--- config.mk ---
export PLATFORM = sky130hd
export DESIGN_NAME = usb_fifo_tx_bridge
export DESIGN_NICKNAME = d
export VERILOG_FILES = /design/src/rtl/usbw_pkg.sv /design/src/rtl/usbw_slot.sv /design/src/rtl/usbw_strobe.sv /design/src/rtl/usb_fifo_tx_bridge.sv
export SDC_FILE = /design/constraint.sdc
export NUM_CORES = 1
export LEC_CHECK = 0
export CORE_AREA = 2 2 39 41
export CTS_CLUSTER_SIZE = 30
export DETAILED_ROUTE_END_ITERATION = 7
export DIE_AREA = 0 0 41 43
export PLACE_DENSITY = 0.68
export SLEW_MARGIN = 20
export SYNTH_ARGS = -nofsm -noshare
export SYNTH_HDL_FRONTEND = slang
export SYNTH_SLANG_ARGS = --single-unit
--- constraint.sdc ---
create_clock -name clk -period 1.3 [get_ports clk]
set_clock_uncertainty 0.1 [all_clocks]
set_input_delay 0.39 -clock clk [delete_from_list [all_inputs] [get_ports clk]]
set_output_delay 0.39 -clock clk [all_outputs]
set_load 0.1 [all_outputs]
--- src/rtl/usbw_pkg.sv ---
package usbw_pkg;
    localparam int BYTE_W = 8;

    typedef struct packed {
        logic              vld;
        logic [BYTE_W-1:0] dat;
    } slot_t;

    // The chip takes a byte on an edge where both strobes are low
    function automatic logic chip_takes(input logic wr_n, input logic txe_n);
        return !wr_n && !txe_n;
    endfunction
endpackage

--- src/rtl/usbw_slot.sv ---
module usbw_slot #(
    parameter int W = usbw_pkg::BYTE_W
) (
    input  logic         clk,
    input  logic         rst,
    input  logic         avail,
    input  logic [W-1:0] head,
    input  logic         taken,
    output logic         pop,
    output logic         vld,
    output logic         vld_next,
    output logic [W-1:0] dat
);
    logic         vld_q;
    logic [W-1:0] dat_q;

    assign pop      = !rst && avail && (!vld_q || taken);
    assign vld_next = pop || (vld_q && !taken);

    always_ff @(posedge clk) begin
        if (rst) begin
            vld_q <= 1'b0;
            dat_q <= '0;
        end else begin
            vld_q <= vld_next;
            if (pop)
                dat_q <= head;
        end
    end

    assign vld = vld_q;
    assign dat = dat_q;
endmodule

--- src/rtl/usbw_strobe.sv ---
module usbw_strobe (
    input  logic clk,
    input  logic rst,
    input  logic vld_next,
    input  logic txe_n,
    output logic wr_n
);
    logic wr_n_q;

    always_ff @(posedge clk) begin
        if (rst)
            wr_n_q <= 1'b1;
        else
            wr_n_q <= !(vld_next && !txe_n);
    end

    assign wr_n = wr_n_q;
endmodule

--- src/rtl/usb_fifo_tx_bridge.sv ---
module usb_fifo_tx_bridge #(
    parameter int BYTE_W = usbw_pkg::BYTE_W
) (
    input  logic              clk,
    input  logic              rst,
    input  logic              fifo_avail,
    input  logic [BYTE_W-1:0] fifo_q,
    output logic              fifo_rd,
    input  logic              txe_n,
    output logic              wr_n,
    output logic [BYTE_W-1:0] tx_data,
    output logic              rd_n,
    output logic              oe_n
);
    import usbw_pkg::*;

    logic taken;
    logic slot_vld;
    logic slot_vld_next;
    logic [BYTE_W-1:0] slot_dat;

    assign taken = chip_takes(wr_n, txe_n);

    usbw_slot #(.W(BYTE_W)) u_slot (
        .clk      (clk),
        .rst      (rst),
        .avail    (fifo_avail),
        .head     (fifo_q),
        .taken    (taken),
        .pop      (fifo_rd),
        .vld      (slot_vld),
        .vld_next (slot_vld_next),
        .dat      (slot_dat)
    );

    usbw_strobe u_strobe (
        .clk      (clk),
        .rst      (rst),
        .vld_next (slot_vld_next),
        .txe_n    (txe_n),
        .wr_n     (wr_n)
    );

    assign tx_data = slot_dat;
    assign rd_n    = 1'b1;
    assign oe_n    = 1'b1;
endmodule

Word level (Yosys, flattened, before mapping):

Cells that the tools add are included.

* bits of input ports: 12
* bits in registers: 10

* reductions and logical operators: 13

Operators by type and width (number)
* zero test 1 bit: 6
* logical AND 1 bit: 5
* logical OR 1 bit: 2

Longest topological paths before layout:

Gate-level depths: netlist (run 1).

* depth after elaboration: 7
* mapped depth: 3

Modules after synthesis:

Synthesis (run 1) repeated with hierarchy kept, for this count alone.

* cell total of the unflattened synthesis: 49
* area total of the unflattened synthesis: 426.7 um2

Modules (own cells, without submodules)
* usbw_slot: seq. area each 180.2 um2, times used 1, cells each 43, area an instance 375.4 um2
* usbw_strobe: seq. area each 20.0 um2, times used 1, cells each 2, area an instance 28.8 um2
* usb_fifo_tx_bridge: seq. area each 0.0 um2, times used 1, cells each 4, area an instance 22.5 um2

Worst setup path before layout (run 1):

Ideal clock, no wire load.

* path kind: register to output
* start: reg u_strobe.wr_n_q, in the netlist u_strobe.wr_n
* end: out fifo_rd
* setup slack: -916 ps
* buffers on the path: 0
* data arrival time: 1726 ps
* stages on the path, launching flop included: 4
* path through: dfxtp_1 -> o21ai_4 -> nand3b_4 -> inv_1

* cells in the longest elaborated chain, start to end: 4

Ends and longest elaborated chain
* start, declared: line usbw_strobe.sv:8 `logic wr_n_q;`
* start signal, assigned: line usbw_strobe.sv:14 `wr_n_q <= !(vld_next && !txe_n);`
* zero test 1 bit: line usbw_pkg.sv:11 `return !wr_n && !txe_n;`
* logical AND 1 bit: line usbw_pkg.sv:11
* logical OR 1 bit: line usbw_slot.sv:17 `assign pop = !rst && avail && (!vld_q || taken);`
* logical AND 1 bit: line usbw_slot.sv:17
* end, declared: line usb_fifo_tx_bridge.sv:8 `output logic fifo_rd,`

Every way passes these cells.

Final worst setup path (run 1):

Same ends and word-level chain as after synthesis.

==> out/results.ini, run 1 <==
[outcome]
status=finished, violations left
failed_checks=setup timing

[worst_hold_path]
hold_class=input port to flop

[sta]
maxSlewViolCount=0
fmax_mhz=620
fin_crit_sh_pct=124
rsz0062_at_grt=yes
setup_slack_ns=-0.313
hold_viol_final=0
setup_viol=2
fin_crit_ns=1.61

[global_route]
grt_overflow=0
groute.usage.overall_pct=12.6
grt_pass1_vias=374
grt_pass1_wl_mm=1.45
antenna_found_initial=0
grt_start_max_net_pins=10

[power]
p_switching_uw=358
power_density_nw_per_um2=1170
max-vdd-ir-drop_uv=754
leakage_nw=0.357
pwr-share-clk_pct=24.3
p_int_uw=600
pwr-share-comb_pct=38.7
seqPwrFrac_pct=36.9
swShare_pct=37.4

[drt]
drt_first_iter_violations=4
wirelength_um=872
wl_per_cell_um=10.9
via_count=338
routed_via_density=4.23
dr.pass1.iters=2
drtAntennaViolNets=0
drcViolationCount=0

[clock_tree]
clk_path_buf_depth=2
cts_hold_buf=0
clk_transition_reported_paths_ns=0.07
root_buffer=clkbuf_4
cts_tree=yes
clk_latency_ns=0.27
cts_buffers=3
htreeDepth=1
clock_sinks=10

[placement]
gp_congestion=0.588
hpwl_um=689
dp.cells=74
port_buffers=21
place_worst_setup_slack_ns=-0.604

[final_layout]
fin_nets=77
insertedDiodeCount=0
drive_gt1_share_pct=62.5
final_cells=80
n_fill_cell=114
area_growth_pct=95.8
fin_util_pct=59.1

[worst_setup_path]
startpoint_type=flop
required_ns=0.81
crit_type=flop to output pin
endpoint_kind=output pin
crit_arrival_ns=1.12
cp_max_fo=2

[floorplan]
start_util_pct=30.2
die_w_um=41
io_pins=24
die_area_um2=1760
dieHeight_um=43
core-area_um2=1380
num_rows=14

[synth]
synth_cells=35
avgSynthCellArea_um2=11.9
syn_area_um2=418
synth.ff_latch_count=10
ys_types=11
yosys_warnings=0
yosysSeqAreaShare_pct=47.9

[job]
max_cap_violations=0

==> power by group through the flow <==
stage	clock [mW]	sequential [mW]	combinational (mW)
CTS	0.244	0.355	0.371
finish	0.233	0.354	0.371
global placement	0	0.359	0.368
floorplan	0	0.496	0.0867
global route	0.256	0.357	0.384
detailed placement	0	0.362	0.370
==> worst max-delay path: stages (launching register included) <==
cell	delay, ns
dfxtp_4	0.35
o21ai_4	0.15
nand3b_4	0.10
clkinvlp_4	0.09
buf_12	0.16
==> sequential cells by signal (all words and copies together), names as in the netlist <==
signal         count
u_slot.dat         8
u_slot.vld         1
u_strobe.wr_n      1
==> per-layer routing <==
metal,track usage [%],up-vias,share of wire (%)
met5,0,-,0
met1,13.5,152,38
met3,7.33,2,9.4
met2,19.1,18,50
met4,6.00,0,2.4
li1,-,166,-
==> cell families (layout without fill, tap and decap cells) <==
logic type,after synthesis,in the layout,share of synthesized area (%)
flops,10,10,47.9
simple gates,10,10,19.2
mux,8,8,21.6
buf+inv,4,32,5.39
compound gates,2,2,5.09
other cells,1,2,0.897
==> final cells by class <==
cell class                      count  area [um2]  area share (%)
Timing Repair Buffer               26         348            42.5
Inverter                            2        11.3            1.38
Clock buffer                        4        26.3            3.21
Tap cell                           16        20.0            2.45
Sequential cell                    10         214            26.1
Multi-Input combinational cell     22         199            24.3
==> cells in the final DEF, fill, tap and decap left out <==
master and n:
clkbuf_2 1, and2b_1 1, buf_6 2, buf_12 10
a21oi_1 1, dfxtp_1 1, mux2_2 8, dfxtp_2 8
clkbuf_1 1, clkbuf_4 3, clkinvlp_4 1, dlygate4sd2_1 2
or2b_2 1, nand3b_4 1, dfxtp_4 1, nor2b_1 7
clkdlybuf4s50_1 8, buf_4 3, o21ai_4 1, conb_1 2
inv_1 1
==> cell usage after synthesis <==
library cell	count	share of area, %
and2b_1	1	1.8
inv_1	2	1.8
mux2_2	8	22
or2b_2	1	2.1
o21ai_4	1	3.9
conb_1	1	0.90
nand3b_4	1	4.8
buf_4	2	3.6
nor2b_1	7	10
dfxtp_1	10	48
a21oi_1	1	1.2
==> stage by stage <==
stage	power (mW)	setup TNS (ns)	hold WS, ns	instance area [um2]
2_1_floorplan	0.582	-0.494	0.366	439
3_3_place_gp	0.727	-5.33	0.406	777
3_5_place_dp	0.732	-5.42	0.413	777
4_1_cts	0.970	-0.590	0.397	812
5_1_grt	0.996	-0.816	0.269	818
6_report	0.958	-0.613	0.270	818
==> final timing paths <==
kind	end	startpoint	cells after the start	slack [ns]
min	u_strobe.wr_n	txe_n	2	0.27
max reg2reg	u_slot.dat[3]	u_strobe.wr_n	4	0.03
min reg2reg	u_slot.vld	u_slot.vld	2	0.42
max	fifo_rd	u_strobe.wr_n	4	-0.31
==> what timing repair did <==
action / CTS / global route
endpoints found under the setup margin: 12 / 18
buffers inserted: 1 / 2
gates resized for setup: 5 / 3
pin swaps: 2 / 1
cloned: 0 / 0
hold endpoints to repair: 0 / 0
No activity file was read; power rests on OpenSTA's default activity.
==> inputs of run 2 (changes only) <==
- CELL_PAD_IN_SITES_DETAIL_PLACEMENT: unset -> 0
- CELL_PAD_IN_SITES_GLOBAL_PLACEMENT: unset -> 1
- CORE_AREA: 2 2 39 41 -> unset
- CORE_UTILIZATION: unset -> 26
- DIE_AREA: 0 0 41 43 -> unset
- PLACE_DENSITY: 0.68 -> unset
- PLACE_DENSITY_LB_ADDON: unset -> 0.1
==> run 2 against run 1 <==
Compared with the run above:
- the flow still finishes with violations (setup timing)
- sequential cell count unchanged
- register-to-register slack hardly changed
- sequential share of layout area up 0.74 points
- maximum frequency is essentially flat
- largest power group unchanged
==> out/results.ini, run 2 (synthesis results as in run 1) <==
[floorplan]
die_area_um2=1770
die_w_um=42.1
core-area_um2=1510
dieHeight_um=42.1
io_pins=24
num_rows=14
start_util_pct=27.7

[placement]
place_worst_setup_slack_ns=-0.613
port_buffers=21
hpwl_um=684
postPlaceCellArea_um2=777
gp_congestion=0.699

[clock_tree]
cts_hold_buf=0
clk_latency_ns=0.26
clk_transition_reported_paths_ns=0.07
htreeDepth=1
cts_tree=yes
root_buffer=clkbuf_4
cts_buffers=3
clock_sinks=10
clk_path_buf_depth=2

[final_layout]
largest_reg_flops=8
design_area_um2=796
insertedDiodeCount=0
area_growth_pct=90.4
mostFrequentLayoutCell=buf_12
drive_gt1_share_pct=61.3
final_cell_mix=10 x buf_12, 8 x mux2_2, 8 x clkdlybuf4s50_1, 8 x dfxtp_2, 7 x nor2b_1
fin_nets=75

[worst_setup_path]
rrSetupSlack_ns=0.02
r2r-start=u_strobe.wr_n
r2r_end=u_slot.dat[5]
endpoint=fifo_rd
cp_max_fo=2
startpoint=u_strobe.wr_n
startpoint_type=flop
crit_type=flop to output pin
required_ns=0.81
rr_worst_depth=4
endpoint_kind=output pin
crit_arrival_ns=1.12

[sta]
setup_slack_ns=-0.314
fmax_mhz=619
rsz0062_at_grt=yes
maxSlewViolCount=0
setup_viol=2
fin_crit_sh_pct=124
hold_viol_final=0
fin_crit_ns=1.61

[global_route]
grt_start_max_net_pins=10
grt_pass1_wl_mm=1.39
grt_pass1_vias=335
grt_overflow=0
antenna_found_initial=0
groute.usage.overall_pct=10.8

[worst_hold_path]
hold_class=input port to flop

[drt]
wl_per_cell_um=10.6
via_count=328
dr.pass1.iters=2
wirelength_um=829
drcViolationCount=0
drtAntennaViolNets=0
drt_first_iter_violations=4
routed_via_density=4.21

[job]
max_cap_violations=0

[power]
max-vdd-ir-drop_uv=613
leakage_nw=0.345
power_density_nw_per_um2=1180

[outcome]
status=finished, violations left
failed_checks=setup timing

-- run 2: power breakdown --
| group | internal (mW) | total (mW) | switching, mW | leakage (nW) |
|---|---|---|---|---|
| Sequential | 0.332 | 0.354 | 0.0214 | 0.0856 |
| Combinational | 0.143 | 0.365 | 0.221 | 0.244 |
| Clock | 0.118 | 0.220 | 0.102 | 0.0150 |
| Total | 0.594 | 0.939 | 0.345 | 0.345 |
-- run 2: layout make-up --
type / count / area (um2)
Tap cell: 16 / 20.0
Sequential cell: 10 / 214
Inverter: 2 / 11.3
Fill cell: 134 / 711
Timing Repair Buffer: 24 / 325
Multi-Input combinational cell: 22 / 199
Clock buffer: 4 / 26.3
-- run 2: metrics by stage --
step	setup TNS (ns)	util, %	total power [mW]	hold WS [ns]	std cells
2_1_floorplan	-0.494	-	0.582	0.366	36
3_3_place_gp	-5.13	51.6	0.727	0.399	74
3_5_place_dp	-5.51	51.6	0.732	0.426	74
4_1_cts	-0.503	53.2	0.961	0.391	78
5_1_grt	-0.787	52.8	0.989	0.261	78
6_report	-0.412	52.8	0.939	0.271	78
-- run 2: worst min-delay path by stage --
stage / from / end / slack [ns] / cells after the start
6_report: txe_n / u_strobe.wr_n / 0.27 / 2
2_1_floorplan: rst / u_slot.vld / 0.37 / 1
3_3_place_gp: u_slot.vld / u_slot.vld / 0.40 / 2
3_5_place_dp: u_slot.vld / u_slot.vld / 0.43 / 2
4_1_cts: txe_n / u_strobe.wr_n / 0.39 / 2
5_1_grt: txe_n / u_strobe.wr_n / 0.26 / 2
-- run 2: what timing repair did --
item / CTS / global route
setup endpoints to repair: 11 / 18
endpoints found under the hold margin: 0 / 0
gates resized for setup: 4 / 1
buffers inserted: 1 / 1
pin swaps: 2 / 2
-- run 2: per-layer routing --
| layer | part of all wire, % | wire (um) | track usage [%] | up-vias |
|---|---|---|---|---|
| li1 | - | - | - | 164 |
| met1 | 37 | 310 | 11.2 | 146 |
| met2 | 54 | 444 | 18.1 | 18 |
| met3 | 9.0 | 75 | 5.17 | 0 |
| met4 | 0 | 0 | 5.63 | 0 |
| met5 | 0 | 0 | 0 | - |
-- run 2: critical path: stages (launching register included) --
cell and delay, ns:
dfxtp_4 0.35, o21ai_4 0.15, nand3b_4 0.10, clkinvlp_4 0.09, buf_12 0.16
==> inputs of run 3 (changes only) <==
- SLEW_MARGIN: 20 -> 10
==> results of run 3 <==
The final DEF is identical to that of run 2; final timing and power are the same.
